===== src/rtl/jt_pkg.sv =====
package jt_pkg;
  // action applied to the history table by a branch resolution
  typedef enum logic [1:0] {
    ACT_NONE   = 2'd0,
    ACT_RECORD = 2'd1,
    ACT_DROP   = 2'd2
  } jt_act_e;
endpackage


===== src/rtl/jt_table.sv =====
module jt_table
  import jt_pkg::*;
#(
  parameter int AW    = 16,
  parameter int LINES = 8,
  localparam int IW   = (LINES > 1) ? $clog2(LINES) : 1
) (
  input  logic          clk,
  input  logic          rst_n,
  input  logic [AW-1:0] look_addr,
  output logic          look_hit,
  output logic [AW-1:0] look_to,
  input  logic [AW-1:0] br_addr,
  output logic          br_hit,
  input  jt_act_e       act,
  input  logic [AW-1:0] wr_to
);
  logic [LINES-1:0] vld_q;
  logic [AW-1:0]    from_q [LINES];
  logic [AW-1:0]    to_q   [LINES];
  logic [IW-1:0]    ptr_q;
  logic [LINES-1:0] look_m;
  logic [LINES-1:0] br_m;
  logic [IW-1:0]    br_idx;

  for (genvar i = 0; i < LINES; i++) begin : g_line
    assign look_m[i] = vld_q[i] && (from_q[i] == look_addr);
    assign br_m[i]   = vld_q[i] && (from_q[i] == br_addr);
  end

  assign look_hit = |look_m;
  assign br_hit   = |br_m;

  always_comb begin
    look_to = '0;
    br_idx  = '0;
    for (int i = 0; i < LINES; i++) begin
      look_to = look_to | ({AW{look_m[i]}} & to_q[i]);
      if (br_m[i]) br_idx = IW'(i);
    end
  end

  always_ff @(posedge clk) begin
    if (!rst_n) begin
      vld_q <= '0;
      ptr_q <= '0;
    end else if (act == ACT_RECORD) begin
      vld_q[ptr_q] <= 1'b1;
      ptr_q <= (ptr_q == IW'(LINES - 1)) ? '0 : ptr_q + IW'(1);
    end else if (act == ACT_DROP) begin
      vld_q[br_idx] <= 1'b0;
    end
  end

  always_ff @(posedge clk) begin
    if (act == ACT_RECORD) begin
      from_q[ptr_q] <= br_addr;
      to_q[ptr_q]   <= wr_to;
    end
  end

  // a from-address is never held by two lines
  p_unique_look_r6: assert property (@(posedge clk) disable iff (!rst_n)
    $onehot0(look_m));
  p_unique_br_r6: assert property (@(posedge clk) disable iff (!rst_n)
    $onehot0(br_m));
  p_record_new_r5: assert property (@(posedge clk) disable iff (!rst_n)
    (act == ACT_RECORD) |-> !br_hit);
  p_drop_hit_r9: assert property (@(posedge clk) disable iff (!rst_n)
    (act == ACT_DROP) |-> br_hit);
  p_record_visible_r5: assert property (@(posedge clk) disable iff (!rst_n)
    (act == ACT_RECORD) |=> br_hit || ($past(br_addr) != br_addr));
endmodule


===== src/rtl/jt_resolve.sv =====
module jt_resolve
  import jt_pkg::*;
#(
  parameter int AW = 16
) (
  input  logic          clk,
  input  logic          rst_n,
  input  logic          br_valid,
  input  logic [AW-1:0] br_pc,
  input  logic [AW-1:0] br_target,
  input  logic          br_taken,
  input  logic          br_pred,
  input  logic          br_hit,
  output jt_act_e       act,
  output logic          redirect,
  output logic [AW-1:0] restart_addr
);
  always_comb begin
    act = ACT_NONE;
    if (br_valid) begin
      if (br_taken && !br_hit)                 act = ACT_RECORD;
      else if (!br_taken && br_pred && br_hit) act = ACT_DROP;
    end
  end

  assign redirect     = br_valid && (br_taken != br_pred);
  assign restart_addr = br_taken ? br_target : br_pc + AW'(1);

  p_no_dup_r6: assert property (@(posedge clk) disable iff (!rst_n)
    (br_valid && br_taken && br_hit) |-> (act == ACT_NONE));
  p_quiet_r10: assert property (@(posedge clk) disable iff (!rst_n)
    (br_valid && !br_taken && !br_pred) |-> (act == ACT_NONE) && !redirect);
  p_drop_only_missed_r9: assert property (@(posedge clk) disable iff (!rst_n)
    (act == ACT_DROP) |-> redirect && !br_taken);
endmodule


===== src/rtl/jt_fetch.sv =====
module jt_fetch #(
  parameter int            AW         = 16,
  parameter logic [AW-1:0] RESET_ADDR = '0
) (
  input  logic          clk,
  input  logic          rst_n,
  input  logic          fetch_ready,
  input  logic          look_hit,
  input  logic [AW-1:0] look_to,
  input  logic          redirect,
  input  logic [AW-1:0] restart_addr,
  output logic          fetch_valid,
  output logic [AW-1:0] fetch_addr
);
  logic          vld_q;
  logic [AW-1:0] pc_q;
  logic          take;

  assign take        = vld_q && fetch_ready;
  assign fetch_valid = vld_q;
  assign fetch_addr  = pc_q;

  always_ff @(posedge clk) begin
    if (!rst_n) begin
      vld_q <= 1'b0;
      pc_q  <= RESET_ADDR;
    end else begin
      vld_q <= 1'b1;
      if (redirect)  pc_q <= restart_addr;
      else if (take) pc_q <= look_hit ? look_to : pc_q + AW'(1);
    end
  end

  p_seq_r2: assert property (@(posedge clk) disable iff (!rst_n)
    (take && !redirect && !look_hit) |=> (fetch_addr == $past(fetch_addr) + AW'(1)));
  p_target_r4: assert property (@(posedge clk) disable iff (!rst_n)
    (take && !redirect && look_hit) |=> (fetch_addr == $past(look_to)));
  p_redirect_r8: assert property (@(posedge clk) disable iff (!rst_n)
    redirect |=> (fetch_addr == $past(restart_addr)));
  p_hold_addr_r3: assert property (@(posedge clk) disable iff (!rst_n)
    (fetch_valid && !fetch_ready && !redirect) |=> $stable(fetch_addr));
  p_valid_r1: assert property (@(posedge clk) disable iff (!rst_n)
    fetch_valid |=> fetch_valid);
endmodule


===== src/rtl/jtrace_prefetch.sv =====
module jtrace_prefetch
  import jt_pkg::*;
#(
  parameter int            AW         = 16,
  parameter int            LINES      = 8,
  parameter logic [AW-1:0] RESET_ADDR = '0
) (
  input  logic          clk,
  input  logic          rst_n,
  output logic          fetch_valid,
  input  logic          fetch_ready,
  output logic [AW-1:0] fetch_addr,
  output logic          fetch_pred,
  input  logic          br_valid,
  input  logic [AW-1:0] br_pc,
  input  logic [AW-1:0] br_target,
  input  logic          br_taken,
  input  logic          br_pred
);
  logic          look_hit;
  logic [AW-1:0] look_to;
  logic          br_hit;
  jt_act_e       act;
  logic          redirect;
  logic [AW-1:0] restart_addr;

  jt_table #(.AW(AW), .LINES(LINES)) u_table (
    .clk(clk), .rst_n(rst_n),
    .look_addr(fetch_addr), .look_hit(look_hit), .look_to(look_to),
    .br_addr(br_pc), .br_hit(br_hit), .act(act), .wr_to(br_target)
  );

  jt_resolve #(.AW(AW)) u_resolve (
    .clk(clk), .rst_n(rst_n),
    .br_valid(br_valid), .br_pc(br_pc), .br_target(br_target),
    .br_taken(br_taken), .br_pred(br_pred), .br_hit(br_hit),
    .act(act), .redirect(redirect), .restart_addr(restart_addr)
  );

  jt_fetch #(.AW(AW), .RESET_ADDR(RESET_ADDR)) u_fetch (
    .clk(clk), .rst_n(rst_n), .fetch_ready(fetch_ready),
    .look_hit(look_hit), .look_to(look_to),
    .redirect(redirect), .restart_addr(restart_addr),
    .fetch_valid(fetch_valid), .fetch_addr(fetch_addr)
  );

  assign fetch_pred = fetch_valid && look_hit;

  p_hold_offer_r3: assert property (@(posedge clk) disable iff (!rst_n)
    (fetch_valid && !fetch_ready && !br_valid) |=> $stable(fetch_addr) && $stable(fetch_pred));
  p_quiet_report_r10: assert property (@(posedge clk) disable iff (!rst_n)
    (br_valid && (br_taken == br_pred) && !fetch_ready) |=> $stable(fetch_addr));
endmodule


===== config.mk =====
export PLATFORM = sky130hd
export DESIGN_NAME = jtrace_prefetch
export DESIGN_NICKNAME = d
export VERILOG_FILES = /design/src/rtl/jt_pkg.sv /design/src/rtl/jt_table.sv /design/src/rtl/jt_resolve.sv /design/src/rtl/jt_fetch.sv /design/src/rtl/jtrace_prefetch.sv
export SDC_FILE = /design/constraint.sdc
export NUM_CORES = 1
export LEC_CHECK = 0
export ABC_AREA = 1
export BUFFER_PORTS_ARGS = -buffer_cell sky130_fd_sc_hd__buf_2
export CAP_MARGIN = 40
export CORE_ASPECT_RATIO = 1.4
export CORE_UTILIZATION = 64
export CTS_BUF_LIST = sky130_fd_sc_hd__clkbuf_8
export CTS_CLUSTER_SIZE = 30
export DETAILED_ROUTE_END_ITERATION = 16
export PLACE_DENSITY = 0.82
export SLEW_MARGIN = 30
export SYNTH_ARGS = -nofsm -noshare
export SYNTH_HDL_FRONTEND = slang
export SYNTH_HIERARCHICAL = 1
export SYNTH_SLANG_ARGS = --single-unit

===== constraint.sdc =====
create_clock -name clk -period 11.8 [get_ports clk]
set_input_delay 1.18 -clock clk [delete_from_list [all_inputs] [get_ports clk]]
set_output_delay 1.18 -clock clk [all_outputs]
set_load 0.01 [all_outputs]

==> impl_metrics.tcl <==
set metrics [dict create \
    outcome "finished clean" \
    p_per_area_nw_per_um2 134 \
    vias 13100 \
    synthXorXnorAreaFrac_pct 5.35 \
    grt_pass1_wl_mm 78.1 \
    ys_ff_latch 284 \
    worst_hold_startpoint "u_table/ptr_q[1]" \
    final_cell_mix "nand2_1, edfxtp_1, inv_1, nor2_1, o21ai_0" \
    synth_fp_nets 1672 \
    syn2layout_area_growth_pct 9.69 \
    fmax_mhz 206 \
    worst_slack_ns 6.95 \
    synth_compound_area_share_pct 11.5 \
    ir_worst_vdd_mv 0.140 \
    cts_inserted_buffers 44 \
    die_y_microns 185 \
    grt_pass1_vias 12900 \
    synth_mux_area_share_pct 0 \
    clock_latency_ns 0.61 \
    fp.dieW_microns 132 \
    seq_area_frac_synth_pct 54.1 \
    start_util_pct 65.4 \
    n_antenna_cell 0 \
    fin_crit_ns 4.85 \
    final_common_cell "nand2_1" \
    syn_area_sq_um 15200 \
    fill_cells 1776 \
    port_buffers 55 \
    cp-startpoint "u_fetch/fetch_addr[10]" \
    setup-violations-final 0 \
    rsz0062_at_grt "no" \
    dr.pass1.iters 7 \
    coreArea_sq_um 23300 \
    synthAdderAreaFrac_pct 0.493 \
    reg2reg_from "u_table/from_q[3][13]" \
    synth-edff-count 256 \
    synth_cell_types 56 \
    synthSimpleGateAreaFrac_pct 20.3 \
    dpl.hpwl_mm 35.8 \
    skew_ns 0.0558 \
    drive_gt1_share_pct 13.9 \
    setup_tns_ns 0 \
    leakagePower_nw 6.67 \
    cts_sinks 284 \
    cts_buffer_depth 3 \
    globalplace.congestion 1.03 \
    num_io_pins 56 \
    cp_max_fo 18 \
    maxCapViolCount 0 \
    async_reset_ff_share_pct 0 \
    slew_headroom_pct 29.0 \
    tritoncts "yes" \
    start_kind "flip-flop" \
    post_cts_buffers 0 \
    synth_top_family_by_area "simple AND/OR/NAND/NOR gates" \
    gr-total-overflow 0 \
    rows 66 \
    min_period_over_period_pct 41.1 \
    final_util_pct 71.8 \
    clkTransAtPathRegs_ns 0.07 \
    ant_nets 0 \
    arrival_ns 3.67 \
    cts.htree.levels 2 \
    die_area_sq_um 24400 \
    ys.flop_type "edfxtp_1" \
    cts_resized 0 \
    remaining_drc_errors 0 \
    tightest_slew_ns 1.06 \
    track_usage_pct 45.0 \
    grt_max_degree 34 \
    slew_violations 0 \
    yosysWarnings 6 \
    cts-root-buf "clkbuf_8" \
    finalHoldViolCount 0 \
    hold_buffers 0 \
    syn_area_per_cell_sq_um 9.36 \
    path_class "flip-flop to output port" \
    rr_endpoint "u_table/vld_q[5]" \
    final_nets 1748 \
    dp_slack_ns 6.76 \
    drt_iter0_markers 1671 \
    crit_path_end "fetch_pred" \
    wl_per_cell_microns 26.5 \
    syn_inst 1628 \
    wl_mm 54.1 \
    viasPerCell 6.42 \
    required_ns 10.62 \
    min_path_type "flip-flop to flip-flop" \
    reg2reg_depth 18 \
    endpoint_kind "output port" \
    antenna_found_initial 1 \
    r2r_slack_ns 8.00 \
]
metal layers:
layer / GRT usage (%) / wire length, microns
met5: 0 / 0
met1: 50.1 / 17900
met3: 9.74 / 5890
met4: 35.2 / 4400
met2: 75.5 / 25900
cells in the mapped netlist, types with 3 or more instances:
cell | number | area [sq um]
a21boi_0 | 3 | 22.5
buf_2 | 13 | 65.1
o22ai_1 | 56 | 350
o211ai_1 | 6 | 45.0
ha_1 | 6 | 75.1
nand2_1 | 356 | 1340
or2_2 | 6 | 37.5
nor2_4 | 3 | 33.8
nor3_1 | 12 | 60.1
inv_1 | 195 | 732
or2_1 | 6 | 37.5
o2111ai_1 | 7 | 61.3
nand3_2 | 11 | 110
xnor2_1 | 29 | 254
o21ai_1 | 31 | 155
nor2_2 | 15 | 93.8
a221oi_1 | 6 | 52.6
edfxtp_1 | 256 | 7690
xor2_1 | 64 | 561
inv_4 | 4 | 25.0
nand4_1 | 56 | 350
buf_6 | 17 | 191
dfxtp_1 | 28 | 561
buf_4 | 20 | 150
o21bai_1 | 6 | 45.0
clkbuf_1 | 3 | 11.3
a221oi_4 | 4 | 105
nor2_1 | 161 | 604
inv_2 | 16 | 60.1
a221oi_2 | 3 | 45.0
a31oi_1 | 5 | 31.3
nand3_1 | 44 | 220
o221ai_1 | 6 | 52.6
a21oi_1 | 36 | 180
o21ai_0 | 94 | 470
or2_0 | 3 | 18.8
a22o_1 | 3 | 26.3
nand2_2 | 9 | 56.3
a211oi_1 | 6 | 45.0
flip-flops by register name (all words and copies together) (netlist names):
register and flops:
u_fetch/fetch_addr 16, u_fetch/fetch_valid 1, u_table/from_q 128, u_table/ptr_q 3, u_table/to_q 128, u_table/vld_q 8
through the flow:
step | hold slack [ns] | total power [mW] | std cells | area, sq um
finish | 0.545 | 2.24 | 2043 | 16700
global route | 0.580 | 2.29 | 2043 | 16700
CTS | 0.535 | 2.22 | 2042 | 16700
detailed placement | 0.527 | 1.39 | 1963 | 15800
global placement | 0.524 | 1.38 | 1959 | 15700
floorplan | 0.485 | 1.28 | 1628 | 15200
worst min-delay path by stage:
stage / to / slack (ns) / depth (start not counted)
after global placement: u_table/ptr_q[1] / 0.52 / 2
after global routing: u_table/ptr_q[1] / 0.58 / 2
final: u_table/ptr_q[1] / 0.54 / 2
after CTS: u_table/ptr_q[1] / 0.53 / 2
after floorplan: u_table/ptr_q[1] / 0.49 / 2
after detailed placement: u_table/ptr_q[1] / 0.53 / 2
final cells by class:
cell class	instances	area, sq um	share of cell area, %
clock buffer	47	647	3.87
clock inverter	32	248	1.48
inverter	219	838	5.02
multi-input combinational	1071	5790	34.6
sequential	284	8250	49.4
tap	306	383	2.29
timing repair buffer	84	561	3.35
power breakdown:
group	total (mW)	internal, mW	switching (mW)
Sequential	1.14	1.11	0.0250
Clock	0.860	0.458	0.402
Combinational	0.240	0.0649	0.175
cell families after synthesis:
group,Yosys count
AND/OR/NAND/NOR,694
flip-flops,284
AO/OA/AOI/OAI,278
buffers and inverters,273
XOR/XNOR,93
adder cells (fa/ha/maj),6
critical path, cell delays in order (launching register included):
cell	delay (ns)
dfxtp_1	0.90
inv_4	0.22
a22o_1	0.26
nor2_1	0.10
nand3_1	0.09
nor2_2	0.20
nand3_2	0.44
nand2_1	0.20
inv_1	0.05
nand4_1	0.08
buf_4	0.27
nand2_1	0.09
inv_1	0.06
buf_2	0.12
Power figures use the tool's default switching activity.
